$ cat src/rtl/sadc_shifter.sv
module sadc_shifter #(
  parameter int unsigned DATA_W     = 12,
  parameter int unsigned LEAD_ZEROS = 3
) (
  input  logic              clk,
  input  logic              rst_n,
  input  logic              start,
  input  logic              stop,
  input  logic              step,
  input  logic [DATA_W-1:0] sample,
  output logic              dout,
  output logic              dout_en,
  output logic              busy,
  output logic              frame_done
);

  localparam int unsigned FRAME = LEAD_ZEROS + DATA_W;
  localparam int unsigned CW    = $clog2(FRAME + 1);
  localparam logic [CW-1:0] FIRST_DATA = CW'(LEAD_ZEROS - 1);
  localparam logic [CW-1:0] END_DATA   = CW'(FRAME - 1);
  localparam logic [CW-1:0] FULL       = CW'(FRAME);

  logic [CW-1:0]     edges;
  logic [DATA_W-1:0] shreg;

  always_ff @(posedge clk or negedge rst_n) begin
    if (!rst_n) begin
      busy    <= 1'b0;
      dout_en <= 1'b0;
      dout    <= 1'b0;
      edges   <= '0;
      shreg   <= '0;
    end else if (start) begin
      busy    <= 1'b1;
      dout_en <= 1'b1;
      dout    <= 1'b0;
      edges   <= '0;
      shreg   <= sample;
    end else if (stop) begin
      busy    <= 1'b0;
      dout_en <= 1'b0;
      dout    <= 1'b0;
    end else if (step && busy) begin
      if (edges != FULL) edges <= edges + 1'b1;
      if (edges >= FIRST_DATA && edges < END_DATA) begin
        dout  <= shreg[DATA_W-1];
        shreg <= {shreg[DATA_W-2:0], 1'b0};
      end else begin
        dout <= 1'b0;
      end
    end
  end

  assign frame_done = (edges == FULL);

  AST_IDLE_QUIET: assert property (@(posedge clk) disable iff (!rst_n)
    !dout_en |-> !dout);
  AST_START_DRIVES: assert property (@(posedge clk) disable iff (!rst_n)
    start |=> (dout_en && !dout && edges == '0));
  AST_LEAD_ZERO: assert property (@(posedge clk) disable iff (!rst_n)
    (busy && edges <= FIRST_DATA) |-> !dout);
  AST_MSB_FIRST: assert property (@(posedge clk) disable iff (!rst_n)
    (step && busy && !start && !stop && edges == FIRST_DATA) |=> (dout == $past(shreg[DATA_W-1])));
  AST_TAIL_ZERO: assert property (@(posedge clk) disable iff (!rst_n)
    (busy && edges == FULL) |-> !dout);

endmodule

$ cat config.mk
export PLATFORM = sky130hd
export DESIGN_NAME = sadc_shifter
export DESIGN_NICKNAME = d
export VERILOG_FILES = /design/src/rtl/sadc_shifter.sv
export SDC_FILE = /design/constraint.sdc
export NUM_CORES = 1
export LEC_CHECK = 0
export CAP_MARGIN = 10
export CORE_AREA = 2 2 43 45
export CTS_BUF_LIST = sky130_fd_sc_hd__clkbuf_16
export DETAILED_ROUTE_END_ITERATION = 10
export DIE_AREA = 0 0 45 47
export DONT_BUFFER_PORTS = 1
export PLACE_DENSITY_LB_ADDON = 0.25
export SLEW_MARGIN = 20
export SYNTH_ARGS = -nofsm -noshare
export SYNTH_HDL_FRONTEND = slang
export SYNTH_SLANG_ARGS = --single-unit
export TNS_END_PERCENT = 100
$ cat constraint.sdc
create_clock -name clk -period 3.1 [get_ports clk]
set_clock_uncertainty 0.05 [all_clocks]
set_input_delay 0.465 -clock clk [delete_from_list [all_inputs] [get_ports clk]]
set_output_delay 0.465 -clock clk [all_outputs]
set_load 0.01 [all_outputs]
==> impl_metrics.tcl, run 1 <==
set metrics [dict create \
    syn-cell-area_um2 1000 \
    grt_overflow 0 \
    grt_pass1_vias 785 \
    synth_cell_types 25 \
    h-tree-depth 1 \
    r2r-end "edges[3]" \
    synth_flop_cell "dfrtp_1" \
    min_to "dout" \
    synth_area_leader_cell "dfrtp_1" \
    place_ws_ns 1.18 \
    drt_iter0_drc 15 \
    worstHoldStart "stop" \
    regToRegSetupSlack_ns 1.15 \
    synthTopCellsByArea "dfrtp_1 45%, a2bb2oi_1 9.6%, o31ai_1 9.0%" \
    ys_seq_area_share_pct 45.1 \
    grt_setup_unrepaired "no" \
    cts.sinks 18 \
    hold_depth 1 \
    drive_above_1_share_pct 6.82 \
    place_congestion 0.737 \
    cts_buffer_depth 2 \
    worst_ir_drop_vdd_mv 0.348 \
    holdWs_ns 0.231 \
    fmax_ghz 0.512 \
    syn_nets 114 \
    insertion_delay_ns 0.25 \
    core_region_area_um2 1650 \
    layout_setup_ws_ns 1.15 \
    crit_type "register to register" \
    io_pins 21 \
    wl_per_cell_um 20.6 \
    synth_top_area_share_pct 45.1 \
    fillers 141 \
    drv_cap 0 \
    critical_path_peak_fanout 20 \
    regArea_um2 450 \
    regToRegStartpoint "busy" \
    synth-edff-count 0 \
    multi_input_area_um2 477 \
    worstMarginPinSlew_ns 0.821 \
    dp_hpwl_mm 1.32 \
    postSynthAreaPerCell_um2 10.5 \
    ys_ff_latch 18 \
    antenna_found_initial 0 \
    chipWidth_um 45 \
    rows 15 \
    max-slew-margin-rel_pct 45.1 \
    drt-total-wl_mm 2.16 \
    avgViaCountPerCell 7.63 \
    synth-async-reset-ratio_pct 100 \
    antenna_left 0 \
    synthToLayoutAreaGrowth_pct 5.63 \
    globalRouteTotalUtil_pct 23.9 \
    die_area_um2 2120 \
    yosys_warnings 0 \
    cts_tree "done" \
    nets 109 \
    grt_pass1_wl_mm 3.59 \
    crit_path_start_kind "register" \
    crit_required_ns 3.15 \
    outcome "finished, final reports clean" \
    final.period_utilization_pct 63.0 \
    netlist_instances 95 \
    drc 0 \
    worst_r2r_path_depth 3 \
    post_cts.repair.setup_buffers 0 \
    p_leak_nw 0.415 \
    clkTransAtPathRegs_ns 0.05 \
    start_util_pct 60.5 \
    tns_ns 0 \
    fp.dieH_um 47 \
    cts_buffers 3 \
    setup_viol_count_final 0 \
    portBuffers 0 \
    first_pass_iters 4 \
    grt_max_degree 21 \
    worstPathArrival_ns 2.00 \
    worstSetupEndpointType "register" \
    hold_path_class "input port to register" \
    p_per_area_nw_per_um2 542 \
    num_antenna_cells 0 \
    vias 801 \
    hold_viol 0 \
    cts-root-buf "clkbuf_16" \
    finalCriticalPeriod_ns 1.95 \
    drv_slew 0 \
]
==> repair_timing <==
item / CTS / global route
endpoints found under the hold margin: 18 / 0
hold buffers: 1 / 0
gates resized for setup: 0 / 0
==> cells by family (layout without fill, tap and decap cells) <==
group,Yosys count,after routing,synth area share (%)
compound gates,45,45,36.4
simple gates,14,14,8.76
fa+ha+maj,2,2,2.50
flops,18,18,45.1
buf+inv,16,9,7.26
==> cell usage after synthesis, types with 2 or more instances <==
library cell / count
a41oi_1: 10
nand3_1: 2
inv_1: 4
a2bb2oi_1: 11
and3_1: 3
or3_1: 2
o31ai_1: 12
clkbuf_1: 9
o41ai_1: 2
o21ai_0: 4
ha_1: 2
a21oi_1: 2
dfrtp_1: 18
nand2_1: 2
o311ai_0: 2
==> registers in the layout, summed over array words and instances (netlist names) <==
signal and count:
edges 4, dout 1, busy 1, shreg 12
==> where the power goes <==
group          leakage [nW]  switching (mW)  internal [mW]
Clock                0.0370          0.0851          0.170
Sequential            0.215          0.0119          0.252
Combinational         0.164          0.0284         0.0256
==> metal layers <==
layer | GRT usage (%) | share of wire (%) | up-vias
met2 | 38.6 | 48 | 25
met4 | 10.6 | 1.7 | 0
met1 | 31.1 | 43 | 392
met3 | 5.00 | 6.7 | 5
li1 | - | - | 379
met5 | 0 | 0 | -
==> cell usage in the layout, fill, tap and decap left out, drive strengths merged <==
| master | instances |
|---|---|
| o41ai | 2 |
| inv | 4 |
| clkbuf | 3 |
| ha | 2 |
| nand2 | 2 |
| a41oi | 11 |
| and3 | 3 |
| nand3 | 2 |
| o21ai | 4 |
| and3b | 1 |
| or4 | 1 |
| buf | 1 |
| nor4 | 1 |
| nor3 | 1 |
| nand3b | 1 |
| or3 | 2 |
| dfrtp | 18 |
| a32oi | 1 |
| a21oi | 2 |
| o31ai | 12 |
| o311ai | 2 |
| dlygate4sd3 | 1 |
| a2bb2oi | 11 |
==> stage by stage <==
| step | util [%] | instance area [µm²] | cells | power (mW) |
|---|---|---|---|---|
| 2_1_floorplan | - | 1000 | 95 | 0.312 |
| 5_1_grt | 63.9 | 1060 | 105 | 0.593 |
| 6_report | 63.9 | 1060 | 105 | 0.573 |
| 4_1_cts | 63.9 | 1060 | 105 | 0.577 |
| 3_3_place_gp | 58.8 | 971 | 101 | 0.314 |
| 3_5_place_dp | 58.8 | 971 | 101 | 0.315 |
==> how the worst max path moves through the flow <==
| stage | to | depth (start not counted) | slack [ns] | from |
|---|---|---|---|---|
| global placement | edges[3] | 3 | 1.28 | busy |
| global route | edges[3] | 3 | 0.97 | busy |
| CTS | edges[3] | 3 | 1.17 | busy |
| floorplan | shreg[2] | 5 | 1.43 | edges[1] |
| finish | edges[3] | 3 | 1.15 | busy |
| detailed placement | edges[3] | 3 | 1.18 | busy |
==> layout make-up <==
cell class,count,share of cell area (%)
multi-input cells,61,45.1
flip-flops and latches,18,42.7
clock buffers,3,7.11
well taps,17,2.01
repair buffers,2,1.66
inverters,4,1.42
==> critical path, stage by stage (launching register included) <==
cell and delay [ns]:
dfrtp_1 0.53, nand3b_1 0.55, o311ai_0 0.51, o41ai_1 0.16
Note: power is estimated with default switching activity, not from simulation.
==> run 2, diff against run 1 <==
--- a/config.mk
+++ b/config.mk
@@ -6,10 +6,10 @@
 export NUM_CORES = 1
 export LEC_CHECK = 0
 export CAP_MARGIN = 10
-export CORE_AREA = 2 2 43 45
+export CORE_AREA = 2 2 44 46
 export CTS_BUF_LIST = sky130_fd_sc_hd__clkbuf_16
 export DETAILED_ROUTE_END_ITERATION = 10
-export DIE_AREA = 0 0 45 47
+export DIE_AREA = 0 0 46 48
 export DONT_BUFFER_PORTS = 1
 export PLACE_DENSITY_LB_ADDON = 0.25
 export SLEW_MARGIN = 20
==> constraint.sdc (replaced) <==
create_clock -name clk -period 1.8 [get_ports clk]
set_clock_uncertainty 0.05 [all_clocks]
set_input_delay 0.27 -clock clk [delete_from_list [all_inputs] [get_ports clk]]
set_output_delay 0.27 -clock clk [all_outputs]
set_load 0.01 [all_outputs]
==> impl_metrics.tcl, run 2 (synthesis results as in run 1) <==
set metrics [dict create \
    p_per_area_nw_per_um2 897 \
    regToRegStartpoint "edges[0]" \
    sw_frac_of_total_pct 22.0 \
    wl_per_cell_um 20.1 \
    comb_power_share_pct 10.6 \
    p_int_mw 0.776 \
    critical_path_peak_fanout 12 \
    cp_num_buf_inv 1 \
    drt-total-wl_mm 2.21 \
    grt_pass1_vias 777 \
    rows 15 \
    grt_max_degree 20 \
    crit_required_ns 1.88 \
    worst_ir_drop_vdd_mv 0.473 \
    start_util_pct 59.2 \
    hold_path_class "input port to register" \
    min_to "edges[1]" \
    cp_num_cells 5 \
    largest_register_ffs 12 \
    clkTransAtPathRegs_ns 0.05 \
    outcome "finished, final reports clean" \
    drc 0 \
    portBuffers 0 \
    layout_setup_ws_ns 0.101 \
    grt_overflow 0 \
    synthToLayoutAreaGrowth_pct 10.9 \
    avgViaCountPerCell 7.58 \
    antenna_found_initial 0 \
    worstPathArrival_ns 1.78 \
    cts_buffer_depth 2 \
    h-tree-depth 1 \
    regArea_um2 450 \
    p_switching_mw 0.218 \
    cts.sinks 18 \
    max-slew-margin-rel_pct 46.0 \
    multi_input_area_um2 492 \
    grt_setup_unrepaired "no" \
    drv_cap 0 \
    num_antenna_cells 0 \
    fillers 143 \
    cp_top_family "simple AND/OR/NAND/NOR gates" \
    core_region_area_um2 1690 \
    worstSetupEndpointType "register" \
    p_leak_nw 0.440 \
    cts-root-buf "clkbuf_16" \
    worstHoldStart "start" \
    drv_slew 0 \
    fp.dieH_um 48 \
    antenna_left 0 \
    p_seq_share_pct 45.4 \
    worst_r2r_path_depth 5 \
    r2r-end "shreg[9]" \
    globalRouteTotalUtil_pct 23.2 \
    crit_path_start_kind "register" \
    tns_ns 0 \
    first_pass_iters 4 \
    regMostFlops "shreg" \
    final_cell_mix "18 x dfrtp_1, 12 x o31ai_1, 11 x a2bb2oi_1" \
    hold_depth 1 \
    chipWidth_um 46 \
    slowest_delay_ns 0.52 \
    nets 114 \
    final_common_cell "dfrtp_1" \
    crit_chain "inv_1, ha_1, or4_4, a41oi_1, a2bb2oi_1" \
    crit_type "register to register" \
    dp_hpwl_mm 1.47 \
    worstMarginPinSlew_ns 0.807 \
    finalCriticalPeriod_ns 1.70 \
    drt_iter0_drc 19 \
    regToRegSetupSlack_ns 0.10 \
    grt_pass1_wl_mm 3.61 \
    place_ws_ns 0.0695 \
    insertion_delay_ns 0.25 \
    die_area_um2 2210 \
    cts_buffers 3 \
    vias 834 \
    place_congestion 0.756 \
    setup_viol_count_final 0 \
    final.period_utilization_pct 94.4 \
    crit_path_top_delay_cell "or4_4" \
    cts_tree "done" \
    fmax_ghz 0.588 \
    hold_viol 0 \
    io_pins 21 \
    power_frac_clock_pct 43.9 \
    drive_above_1_share_pct 14.0 \
    reg_top3 "shreg: 12 flops, edges: 4 flops" \
]
[run 2: routing by layer]
metal	track usage (%)	part of all wire, %	vias to the layer above
met5	0	0	-
met4	10.3	1.8	0
met3	3.77	3.9	5
met2	37.8	50	24
met1	30.5	44	420
li1	-	-	385
[run 2: worst register-to-register path, delay by kind of cell (launching register included)]
family / cells / cell delay (ns)
and+or+nand+nor: 1 / 0.52
AOI/OAI and AO/OA: 2 / 0.35
DFF: 1 / 0.39
adders and majority gates: 1 / 0.20
buffers and inverters: 1 / 0.06
[run 2: repair_timing]
item                       in CTS  in global routing
gates resized for setup         0                  2
buffers inserted                0                  0
setup endpoints to repair       0                  9
hold buffers                    1                  0
hold endpoints to repair       18                  0
[run 2: area by class of cell]
cell class,count,share of cell area (%)
Timing Repair Buffer,7,4.97
Multi-Input combinational cell,61,44.4
Inverter,4,1.35
Clock buffer,3,6.77
Sequential cell,18,40.6
Tap cell,17,1.92
[run 2: power by group through the flow]
stage          Sequential, mW  Combinational (mW)  Clock (mW)
4_1_cts                 0.451               0.105       0.440
6_report                0.452               0.106       0.437
3_5_place_dp            0.457              0.0940           0
5_1_grt                 0.455               0.118       0.464
2_1_floorplan           0.454              0.0829           0
3_3_place_gp            0.456              0.0912           0
[run 2: worst max path at each step]
stage,start,to
final,edges[0],shreg[9]
after global placement,edges[0],shreg[10]
after detailed placement,edges[0],shreg[10]
after global routing,edges[0],shreg[9]
after floorplan,edges[1],shreg[2]
after CTS,edges[0],shreg[10]
[run 2: metrics by stage]
stage | cell area, µm² | hold slack, ns | power (mW) | utilization, % | std cells
finish | 1110 | 0.0282 | 0.994 | 65.6 | 110
global route | 1110 | 0.0227 | 1.04 | 65.6 | 110
CTS | 1090 | 0.0277 | 0.995 | 64.7 | 110
detailed placement | 1010 | -0.0752 | 0.551 | 59.7 | 106
global placement | 1010 | -0.0752 | 0.548 | 59.7 | 106
floorplan | 1000 | -0.0756 | 0.537 | - | 95
